$ cat src/rtl/tt_pkg.sv
package tt_pkg;
  typedef enum logic [1:0] {
    REG_PERIOD = 2'd0,
    REG_ADJUST = 2'd1,
    REG_TMCTL  = 2'd2,
    REG_SPARE  = 2'd3
  } reg_sel_e;

  localparam int TMCTL_REP_BIT = 8;
  localparam int TMCTL_N_W     = 8;
endpackage

$ cat src/rtl/tt_prescaler.sv
module tt_prescaler #(
  parameter int DIV_REAL = 7,
  parameter int DIV_CPLX = 6
) (
  input  logic clk_i,
  input  logic rst_ni,
  input  logic cplx_i,
  output logic tick_o
);
  localparam int DIV_MAX = (DIV_REAL > DIV_CPLX) ? DIV_REAL : DIV_CPLX;
  localparam int CW      = (DIV_MAX > 2) ? $clog2(DIV_MAX) : 1;

  logic [CW-1:0] cnt_q;
  logic [CW-1:0] lim;

  assign lim    = cplx_i ? CW'(DIV_CPLX - 1) : CW'(DIV_REAL - 1);
  // >= keeps the divider safe across a mode change
  assign tick_o = (cnt_q >= lim);

  always_ff @(posedge clk_i or negedge rst_ni) begin
    if (!rst_ni)     cnt_q <= '0;
    else if (tick_o) cnt_q <= '0;
    else             cnt_q <= cnt_q + CW'(1);
  end
endmodule

$ cat src/rtl/tt_tic_counter.sv
module tt_tic_counter #(
  parameter int PER_W   = 24,
  parameter int ADJ_W   = 12,
  parameter int PER_RST = 5714286
) (
  input  logic                    clk_i,
  input  logic                    rst_ni,
  input  logic                    tick_i,
  input  logic                    per_wr_i,
  input  logic [PER_W-1:0]        per_i,
  input  logic                    adj_wr_i,
  input  logic signed [ADJ_W-1:0] adj_i,
  output logic                    tic_o
);
  localparam int LW = PER_W + 2;
  localparam int CW = PER_W + 1;

  logic [PER_W-1:0]        per_q;
  logic signed [ADJ_W-1:0] adj_pend_q, adj_act_q;
  logic [CW-1:0]           cnt_q;
  logic signed [LW-1:0]    len, term;

  assign len  = $signed({2'b00, per_q}) + {{(LW-ADJ_W){adj_act_q[ADJ_W-1]}}, adj_act_q};
  assign term = (len[LW-1] || len == '0) ? '0 : len - LW'(1);
  // >= so that a shorter period written mid-count ends at once
  assign tic_o = tick_i && ($signed({1'b0, cnt_q}) >= term);

  always_ff @(posedge clk_i or negedge rst_ni) begin
    if (!rst_ni) begin
      cnt_q <= '0;
    end else if (tic_o) begin
      cnt_q <= '0;
    end else if (tick_i) begin
      cnt_q <= cnt_q + CW'(1);
    end
  end

  always_ff @(posedge clk_i or negedge rst_ni) begin
    if (!rst_ni) begin
      per_q      <= PER_W'(PER_RST);
      adj_pend_q <= '0;
      adj_act_q  <= '0;
    end else begin
      if (per_wr_i) per_q <= per_i;
      // pending value moves into the period that starts here
      if (tic_o) begin
        adj_act_q  <= adj_pend_q;
        adj_pend_q <= '0;
      end
      if (adj_wr_i) adj_pend_q <= adj_i;
    end
  end
endmodule

$ cat src/rtl/tt_timemark.sv
module tt_timemark #(
  parameter int N_W  = 8,
  parameter int PW_W = 16
) (
  input  logic            clk_i,
  input  logic            rst_ni,
  input  logic            tic_i,
  input  logic            ctl_wr_i,
  input  logic            ctl_rep_i,
  input  logic [N_W-1:0]  ctl_n_i,
  input  logic [PW_W-1:0] pw_lim_i,
  output logic            tm_o
);
  logic            arm_q, tm_q, fire;
  logic [N_W-1:0]  rep_n_q, rep_cnt_q;
  logic [PW_W-1:0] pw_cnt_q;

  assign fire = tic_i && (arm_q || (rep_n_q != '0 && rep_cnt_q == '0));
  assign tm_o = tm_q;

  // pulse width counter, independent of the schedule
  always_ff @(posedge clk_i or negedge rst_ni) begin
    if (!rst_ni) begin
      tm_q     <= 1'b0;
      pw_cnt_q <= '0;
    end else if (tm_q) begin
      if (pw_cnt_q == '0) tm_q <= 1'b0;
      else                pw_cnt_q <= pw_cnt_q - PW_W'(1);
    end else if (fire) begin
      tm_q     <= 1'b1;
      pw_cnt_q <= pw_lim_i - PW_W'(1);
    end
  end

  always_ff @(posedge clk_i or negedge rst_ni) begin
    if (!rst_ni) begin
      arm_q     <= 1'b0;
      rep_n_q   <= '0;
      rep_cnt_q <= '0;
    end else begin
      if (tic_i) begin
        arm_q <= 1'b0;
        if (rep_n_q != '0)
          rep_cnt_q <= (rep_cnt_q == '0) ? rep_n_q - N_W'(1) : rep_cnt_q - N_W'(1);
      end
      if (ctl_wr_i) begin
        arm_q     <= !ctl_rep_i;
        rep_n_q   <= ctl_rep_i ? ctl_n_i : '0;
        rep_cnt_q <= '0;
      end
    end
  end
endmodule

$ cat src/rtl/tic_timemark_gen.sv
module tic_timemark_gen #(
  parameter int DIV_REAL = 7,
  parameter int DIV_CPLX = 6,
  parameter int PW_REAL  = 40000,
  parameter int PW_CPLX  = 35000,
  parameter int PER_W    = 24,
  parameter int ADJ_W    = 12,
  parameter int PER_RST  = 5714286
) (
  input  logic             clk_i,
  input  logic             rst_ni,
  input  logic             cplx_mode_i,
  input  logic             wr_en_i,
  input  logic [1:0]       wr_addr_i,
  input  logic [PER_W-1:0] wr_data_i,
  output logic             tic_o,
  output logic             timemark_o
);
  import tt_pkg::*;

  localparam int PW_MAX = (PW_REAL > PW_CPLX) ? PW_REAL : PW_CPLX;
  localparam int PW_W   = $clog2(PW_MAX + 1);

  logic            tick, tic;
  logic            per_wr, adj_wr, ctl_wr;
  logic [PW_W-1:0] pw_lim;
  reg_sel_e        sel;

  assign sel    = reg_sel_e'(wr_addr_i);
  assign per_wr = wr_en_i && (sel == REG_PERIOD);
  assign adj_wr = wr_en_i && (sel == REG_ADJUST);
  assign ctl_wr = wr_en_i && (sel == REG_TMCTL);
  assign pw_lim = cplx_mode_i ? PW_W'(PW_CPLX) : PW_W'(PW_REAL);
  assign tic_o  = tic;

  tt_prescaler #(.DIV_REAL(DIV_REAL), .DIV_CPLX(DIV_CPLX)) u_pre (
    .clk_i  (clk_i),
    .rst_ni (rst_ni),
    .cplx_i (cplx_mode_i),
    .tick_o (tick)
  );

  tt_tic_counter #(.PER_W(PER_W), .ADJ_W(ADJ_W), .PER_RST(PER_RST)) u_cnt (
    .clk_i    (clk_i),
    .rst_ni   (rst_ni),
    .tick_i   (tick),
    .per_wr_i (per_wr),
    .per_i    (wr_data_i),
    .adj_wr_i (adj_wr),
    .adj_i    ($signed(wr_data_i[ADJ_W-1:0])),
    .tic_o    (tic)
  );

  tt_timemark #(.N_W(TMCTL_N_W), .PW_W(PW_W)) u_tm (
    .clk_i     (clk_i),
    .rst_ni    (rst_ni),
    .tic_i     (tic),
    .ctl_wr_i  (ctl_wr),
    .ctl_rep_i (wr_data_i[TMCTL_REP_BIT]),
    .ctl_n_i   (wr_data_i[TMCTL_N_W-1:0]),
    .pw_lim_i  (pw_lim),
    .tm_o      (timemark_o)
  );
endmodule

$ cat config.mk
export PLATFORM = sky130hd
export DESIGN_NAME = tic_timemark_gen
export DESIGN_NICKNAME = d
export VERILOG_FILES = /design/src/rtl/tt_pkg.sv /design/src/rtl/tt_prescaler.sv /design/src/rtl/tt_tic_counter.sv /design/src/rtl/tt_timemark.sv /design/src/rtl/tic_timemark_gen.sv
export SDC_FILE = /design/constraint.sdc
export NUM_CORES = 1
export LEC_CHECK = 0
export BUFFER_PORTS_ARGS = -buffer_cell sky130_fd_sc_hd__buf_4
export CAP_MARGIN = 20
export CORE_ASPECT_RATIO = 0.9
export CORE_MARGIN = 3
export CORE_UTILIZATION = 50
export CTS_BUF_LIST = sky130_fd_sc_hd__clkbuf_16
export CTS_CLUSTER_SIZE = 14
export DETAILED_ROUTE_END_ITERATION = 10
export GPL_TIMING_DRIVEN = 0
export PLACE_DENSITY_LB_ADDON = 0.25
export SYNTH_ARGS = -nofsm -noshare
export SYNTH_HDL_FRONTEND = slang
export SYNTH_SLANG_ARGS = --single-unit
$ cat constraint.sdc
create_clock -name clk_i -period 11.6 [get_ports clk_i]
set_input_delay 1.74 -clock clk_i [delete_from_list [all_inputs] [get_ports clk_i]]
set_output_delay 1.74 -clock clk_i [all_outputs]
set_load 0.02 [all_outputs]
==> results.md, run 1 <==
- The total internal power is 781 µW.
- The fraction of the yosys area taken by sequential cells is 0.346.
- The width of the chip is 139 µm.
- In this run the deepest clock path goes through 2 buffers.
- Along the worst path, the maximum fanout reaches 19.
- After clock tree synthesis, the clock-pin slew on the worst setup and hold paths is 0.08 ns.
- The buffer count from post-CTS setup fixing is 0.
- The number of synthesized flops with an enable pin is 0.
- Of the cells placed in the final design, the portion with a size suffix greater than 1 is 0.137.
- The area occupied by multi-input gates is 4980 µm².
- The number of nets handed over by synthesis was 1014.
- OpenSTA, run right after detailed placement, puts the worst setup slack at 2.91 ns.
- The total number of yosys warnings is 0.
- The clock reaches the later pin of the worst-skew pair after 0.36 ns.
- The final count of hold timing violations was 0.
- The layout filler cell count is 1445.
- The clock tree root driver cell is sky130_fd_sc_hd__clkbuf_16.
- The congestion estimate from routability-driven global placement came to 0.869.
- The number of setup violations in the final report is 0.
- The kind of critical path is reg2out.
- The sink count of the clock tree is 110.
- For this run, the total global-route usage over all layers was measured as 0.212.
- Of all cell types, the one taking the most synthesized area is sky130_fd_sc_hd__dfrtp_1.
- The area taken by flip-flops and latches is 2770 µm².
- Across the run, the number of max-cap violations was 0.
- The portion of total power attributed to combinational logic is 0.321.
- The launching element type of the critical path is a flop.
- STA classifies the critical path endpoint as an output pin.
- The maximum number of pins on one net before global-route repair is 63.
- The proportion of register bits with asynchronous set or reset after synthesis is 1.00.
- For this design the static power due to leakage is 4.06 nW.
- Measured against its own limit, the worst slew margin works out to 0.407.
- The run finished with clean final reports.
- The first TritonRoute pass finished after 5 iterations.
- Dividing total power by cell area gives a power density of 136 nW/µm².
- The netlist area before placement is 8010 µm².
- Sorting the synthesized cells by area gives the leading types as sky130_fd_sc_hd__dfrtp_1 30%, sky130_fd_sc_hd__ha_1 9.1%, sky130_fd_sc_hd__nand2_1 6.4%, sky130_fd_sc_hd__mux2_2 5.1%, sky130_fd_sc_hd__dfstp_2 4.3%.
- In this run, distinct cell masters in the synthesized netlist total 77.
- Among cell families on the critical path, the largest total delay comes from compound AO/OA/AOI/OAI gates.
- The total number of vias is 6843.
- The count of standard-cell rows is 43.
- The number of buffers and inverters on the critical path is 5.
- The repair_antennas step left the layout with diodes totalling 0.
- Global routing finished with a remaining overflow of 0.
- The peak per-stage delay on the critical path is 0.83 ns.
- The number of register bits inferred by synthesis is 110.
- The number of global-route vias before repair is 6469.
- Setup repair after global routing left no endpoint under its margin.
- The detailed-route vias per instance is 5.82.
- The reported net switching power is 424 µW.
- The first-pass GRT wire length is 31.5 mm.
- The gate count after technology mapping is 925.
- The worst voltage drop across the vdd grid is 96.3 µV.
- The die outline height is 126 µm.
- The number of antenna violations at the first check in global routing came to 0.
- Summed over all failing endpoints, the final setup total negative slack is 0 ns.
- The remaining number of nets flagged by the antenna check after routing is 0.
- For this block, the routed nets add up to 18.4 mm of wire.
- Hold is met by 0.469 ns.
- The overall die area is 17600 µm².
- The slew at the pin closest to its max-slew limit is 0.883 ns.
- In this run the tool buffered the top-level ports with 31 buffer cells.
- The synthesis-to-layout area growth is 10.3%.
- The maximum achievable frequency is 110 MHz.
- In the routed design, unresolved DRC markers number 0.
- The initial standard-cell utilization of the core is 0.515.
- The worst endpoint required time is 9.86 ns.
- The worst min-delay path category is reg2reg.
- The number of hold buffers added after CTS was 0.
- The TritonCTS clock tree is built.
- Clock tree synthesis inserted a total of 9 buffers.
- The period utilization is 0.785.
- Of the total power, registers draw 0.412.
- The share of the synthesized area in the top cell type is 0.303.
- Post-CTS repair changed the size of 0 cells.
- Of the total power, the share spent switching nets is 0.352.
- The post-layout worst setup margin is 2.49 ns.
- The max-slew violation total from the final report was 0.
- The endpoint arrival time on the critical path is 7.37 ns.
- The per-instance average area after synthesis is 8.66 µm².
- The time the final worst path needs with I/O delays and setup is 9.11 ns.
- The sum of net half-perimeters after detailed placement is 14.1 mm.
- The number of nets at the end of the flow is 1058.
- The number of I/O pins is 32.
- In this run the standard cell core region covers 15500 µm².
- The clock tree synthesis step divided the H-tree into 3 levels.
- For this block, the initial DRC count from the detailed router was 419.
- Of the total power, the clock network draws 0.268.
- Between clock sinks in the finished design, the worst skew comes to 0.0101 ns.
- The detail-routed net length per standard cell is 15.7 µm.
- For this run, the leading register cell type out of synthesis is sky130_fd_sc_hd__dfrtp_1.
- The standard cell with the maximum stage delay on the critical path is sky130_fd_sc_hd__dfrtp_1.
## sequential cells by signal, indices dropped and copies added (netlist names)
signal / flops
u_cnt.adj_act_q: 12
u_cnt.adj_pend_q: 12
u_cnt.cnt_q: 25
u_cnt.per_q: 24
u_pre.cnt_q: 3
u_tm.arm_q: 1
u_tm.pw_cnt_q: 16
u_tm.rep_cnt_q: 8
u_tm.rep_n_q: 8
u_tm.tm_o: 1
## worst register-to-register path: cells and delay by family, from the launching register on
family          cells  cell delay, ns
flops               1            0.67
buf+inv             3            0.96
compound gates     11            2.53
mux                 2            0.76
fa+ha+maj           2            0.69
simple gates        6            1.40
## synth_stat cells, drive strengths merged, types with 16 or more instances
cell and n:
xor2 22, clkbuf 29, nand3 43, nor2 78, and3 18, a21oi 55
xnor2 30, dfrtp 97, o21ai 56, inv 26, mux2 36, ha 58
nand4 17, nand2 136, a21o 16, nor3 20
## cell usage in the layout (no fill, tap or decap), types with 13 or more instances in the layout
cell type                  instances
sky130_fd_sc_hd__clkbuf_1         27
sky130_fd_sc_hd__nand4_1          17
sky130_fd_sc_hd__buf_4            31
sky130_fd_sc_hd__nand2_1         136
sky130_fd_sc_hd__a21oi_1          55
sky130_fd_sc_hd__nor3_1           20
sky130_fd_sc_hd__a21o_1           16
sky130_fd_sc_hd__dfrtp_1          97
sky130_fd_sc_hd__and3_1           17
sky130_fd_sc_hd__inv_1            25
sky130_fd_sc_hd__o21ai_1          15
sky130_fd_sc_hd__o21ai_0          40
sky130_fd_sc_hd__mux2_2           36
sky130_fd_sc_hd__dfstp_2          13
sky130_fd_sc_hd__xnor2_1          30
sky130_fd_sc_hd__nor2_1           78
sky130_fd_sc_hd__ha_1             58
sky130_fd_sc_hd__nand3_1          43
sky130_fd_sc_hd__xor2_1           22
## metal layers
metal	track usage	wire length, µm	up-vias
met5	0	0	-
met4	0.0432	178	0
met3	0.0323	590	12
met2	0.338	8330	119
met1	0.310	9320	3281
li1	-	-	3431
## final cells by class
cell class	instances	share of cell area
Clock buffer	9	0.0255
Buffer	36	0.0187
Multi-Input combinational cell	753	0.564
Sequential cell	110	0.313
Inverter	26	0.0110
Clock inverter	7	0.00920
Tap cell	202	0.0286
Timing Repair Buffer	33	0.0300
## power groups by stage
stage / Clock (mW) / Combinational (mW) / Sequential, mW
after CTS: 0.330 / 0.387 / 0.496
after global placement: 0 / 0.371 / 0.501
after floorplan: 0 / 0.294 / 0.489
after detailed placement: 0 / 0.385 / 0.503
after global routing: 0.342 / 0.442 / 0.505
final: 0.322 / 0.386 / 0.496
## metrics by stage
| stage | instances | power (mW) | instance area (µm²) | util |
|---|---|---|---|---|
| after floorplan | 925 | 0.782 | 8010 | - |
| after global placement | 1158 | 0.872 | 8500 | 0.547 |
| after detailed placement | 1160 | 0.888 | 8530 | 0.549 |
| after CTS | 1176 | 1.21 | 8840 | 0.568 |
| after global routing | 1176 | 1.29 | 8840 | 0.568 |
| final | 1176 | 1.20 | 8840 | 0.568 |
## logic make-up (layout without fill, tap and decap cells)
family / Yosys count / count (layout) / share of synthesized area
AOI/OAI and AO/OA: 213 / 213 / 0.178
adders and majority gates: 59 / 59 / 0.0931
xor gates and xnor gates: 52 / 52 / 0.0568
muxes: 40 / 40 / 0.0556
DFF: 110 / 110 / 0.346
buffers and inverters: 62 / 111 / 0.0328
and+or+nand+nor: 389 / 389 / 0.238
## worst paths after layout
path	from	endpoint	slack [ns]	cells after the start
max reg2reg	u_cnt.adj_act_q[11]	u_cnt.adj_act_q[8]	4.46	24
min	u_cnt.adj_pend_q[11]	u_cnt.adj_act_q[11]	0.47	2
max	u_cnt.adj_act_q[11]	tic_o	2.49	25
max in group asynchronous	rst_ni	u_cnt.per_q[8]	9.41	2
min reg2reg	u_cnt.adj_pend_q[11]	u_cnt.adj_act_q[11]	0.47	2
min in group asynchronous	rst_ni	u_pre.cnt_q[2]	1.41	1
Note: power is estimated with default switching activity, not from simulation.
==> inputs of run 2 (changes only) <==
==> constraint.sdc (replaced) <==
create_clock -name clk_i -period 8.6 [get_ports clk_i]
set_input_delay 1.29 -clock clk_i [delete_from_list [all_inputs] [get_ports clk_i]]
set_output_delay 1.29 -clock clk_i [all_outputs]
set_load 0.02 [all_outputs]
==> run 2 against run 1 <==
Total power rose by 35%. Register-to-register slack worse by 2.7 ns. Sequential share of layout area fell by 0.073 points. Combinational power is 37% higher. Sequential power grew 35%. Wire length barely moved. Largest cell class unchanged. Largest power group unchanged.
==> results.md, run 2 (synthesis results as in run 1) <==
- STA classifies the critical path startpoint as a flop.
- In this run the register-to-register setup slack is 1.76 ns.
- After floorplanning, the core was sized to cover 15500 µm².
- In this run the static leakage power is 4.07 nW.
- The clock latency reported for the late side of the worst-skew pair is 0.36 ns.
- The initial utilization of the core area, before any placement, comes to 0.515.
- The TritonCTS clock tree is built.
- At the pin with the least slew margin, the transition time is 0.782 ns.
- In the final layout, the share of cells above drive strength 1 is 0.143.
- The worst endpoint required time is 7.31 ns.
- The number of stages on the worst hold path is 2.
- Setup repair after global routing left no endpoint under its margin.
- The first TritonRoute pass finished after 5 iterations.
- In this run the number of H-tree levels came out at 3.
- The number of global-route vias before repair is 6469.
- The net count of the finished layout is 1057.
- In the final layout, the registers with the most flip-flops are u_cnt.cnt_q (25), u_cnt.per_q (24), u_tm.pw_cnt_q (16).
- The die is 126 µm tall.
- The endpoint identified for the worst register-to-register timing path is u_tm.rep_cnt_q[7].
- The buffer count from post-CTS setup fixing is 0.
- Pin placement for this block handled 32 I/O pins.
- The max-slew violation total from the final report is 0.
- On the final layout, the worst clock skew is 0.00892 ns.
- The final count of hold timing violations is 0.
- The detail-routed net length per standard cell is 15.7 µm.
- The setup path with the least slack is of type reg2out.
- The kind of end point of the critical path is an output pin.
- The worst register-to-register path begins at u_cnt.adj_act_q[11].
- The total number of vias is 6834.
- The width of the chip is 139 µm.
- The most common cell after layout, fill and taps aside is sky130_fd_sc_hd__nand2_1.
- In this run the most critical hold path is launched from u_cnt.adj_pend_q[11].
- The total detailed-routing wirelength is 18.4 mm.
- In this design, the stage delay of the slowest critical-path cell is 0.60 ns.
- The number of violations of the max-capacitance limit is 0.
- After legalization and detailed placement, the total HPWL measured 14.1 mm.
- The floorplan step defined a die boundary enclosing 17600 µm².
- The flip-flop count of the largest register after layout is 25.
- The register name with the most flops is u_cnt.cnt_q.
- The maximum number of pins on one net before global-route repair is 63.
- The total CTS buffers is 9.
- The path with the worst hold slack has its endpoint at u_cnt.adj_act_q[11].
- The aggregate global routing overflow is 0.
- Once layout is complete, the utilization of the core stands at 0.571.
- The remaining number of nets flagged by the antenna check after routing is 0.
- The layout filler cell count is 1439.
- The worst-case clock buffer depth is 2.
- Dividing total power by cell area gives a power density of 184 nW/µm².
- Relative to the synthesized area, the layout overhead comes to 10.7%.
- Setup violations remaining at the end of the flow were counted as 0.
- The most frequent cell on the critical path is sky130_fd_sc_hd__a21o_1.
- The clock period could shrink to 8.07 ns.
- In the layout the commonest cells are 136 x sky130_fd_sc_hd__nand2_1, 96 x sky130_fd_sc_hd__dfrtp_1, 78 x sky130_fd_sc_hd__nor2_1.
- The flow ran to the end, and the final reports show no timing, DRC or antenna violations.
- The clock transition at the registers of the reported paths is 0.08 ns.
- Based on the critical path, the design can be clocked at up to 124 MHz.
- The number of cell instances on the worst register-to-register path is 25.
- The normalized max-slew margin is 0.472.
- The largest fanout on the critical path is 19.
- The accumulated negative setup slack is 0 ns.
- The count of non-filler cells in the finished layout is 1175.
- Traced cell by cell, the critical path runs through ha_1 > clkbuf_1 > a21oi_1 > o21ai_1 > a311oi_2 > o211ai_1 > mux2_2 > a2111oi_2 > and3_1 > nand2_1 > o31a_1 > clkbuf_1 > nand2_1 > ha_1 > a21o_1 > a21o_1 > a21o_1 > a21o_1 > o31ai_1 > a211oi_1 > or2_2 > a32oi_2 > inv_2 > buf_4.
- The detailed-route vias per instance is 5.82.
- The number of instances in the placed design is 1160.
- In this run the clock root is driven by a sky130_fd_sc_hd__clkbuf_16.
- The first global-routing pass estimated 31.5 mm of wire.
- The largest individual stage delay along the critical path comes from the cell sky130_fd_sc_hd__dfrtp_4.
- The endpoint arrival time on the critical path is 6.78 ns.
- The number of diodes added for antenna fixing is 0.
- The count of standard-cell rows is 43.
- The post-detailed-route DRC marker count is 0.
- The sink count of the clock tree is 110.
- In this run, the number of DRC markers left after iteration 0 of detailed routing was 429.
- Input and output buffers added on the ports amount to 31.
- The combined global-route utilization of all metal layers is 0.212.
- Across the VDD grid, the largest voltage drop is 130 µV.
- The worst min-delay path category is reg2reg.
- The number of antenna violations at the first check in global routing is 0.
- After layout, the design draws a total of 1.63 mW.
- At the end of routability-driven placement, the weighted congestion stood at 0.869.
- Of the available clock period, the critical path in the final layout requires 0.938.
[run 2: where the power goes]
| part | leakage (nW) | switching (mW) | internal (mW) |
|---|---|---|---|
| Clock | 0.151 | 0.205 | 0.230 |
| Combinational | 2.53 | 0.302 | 0.225 |
| Sequential | 1.39 | 0.0684 | 0.601 |
| Total | 4.07 | 0.576 | 1.06 |
[run 2: area by class of cell]
type | count | area (µm²) | area share
Clock buffer | 9 | 225 | 0.0254
Sequential cell | 110 | 2770 | 0.313
Tap cell | 202 | 253 | 0.0285
Buffer | 35 | 163 | 0.0183
Multi-Input combinational cell | 753 | 5010 | 0.565
Clock inverter | 7 | 81.3 | 0.00917
Inverter | 26 | 97.6 | 0.0110
Timing Repair Buffer | 33 | 265 | 0.0299
[run 2: how the worst max path moves through the flow]
stage / from / to / slack (ns) / depth (start not counted)
floorplan: u_cnt.adj_act_q[0] / tic_o / 1.72 / 25
global placement: u_cnt.adj_act_q[11] / tic_o / 0.38 / 25
detailed placement: u_cnt.adj_act_q[11] / tic_o / 0.36 / 25
CTS: u_cnt.adj_act_q[11] / tic_o / 0.11 / 25
global route: u_cnt.adj_act_q[11] / tic_o / 0.04 / 24
finish: u_cnt.adj_act_q[11] / tic_o / 0.53 / 24
[run 2: per-stage QoR]
step	hold WS, ns	setup slack [ns]	cell area [µm²]
after global placement	0.454	0.385	8500
after floorplan	0.432	1.72	8010
after CTS	0.465	0.108	8840
after detailed placement	0.455	0.358	8530
after global routing	0.492	0.0428	8870
final	0.469	0.532	8870
[run 2: critical path: cells and delay by family, from the launching register on]
kind	cells	cell delay [ns]
AOI/OAI and AO/OA	13	3.17
buffers and inverters	4	0.89
and+or+nand+nor	4	0.82
DFF	1	0.60
adders and majority gates	2	0.57
muxes	1	0.33
[run 2: what timing repair did]
| item | CTS | global route |
|---|---|---|
| hold buffers | 0 | 0 |
| resized for setup | 1 | 9 |
| setup endpoints to repair | 1 | 1 |
[run 2: metal layers]
layer / share of wire / up-vias / GRT usage / routed length (µm)
met5: 0 / - / 0 / 0
met4: 0.0097 / 0 / 0.0432 / 178
met3: 0.029 / 13 / 0.0323 / 541
met2: 0.45 / 103 / 0.338 / 8370
met1: 0.51 / 3281 / 0.310 / 9320
li1: - / 3437 / - / -
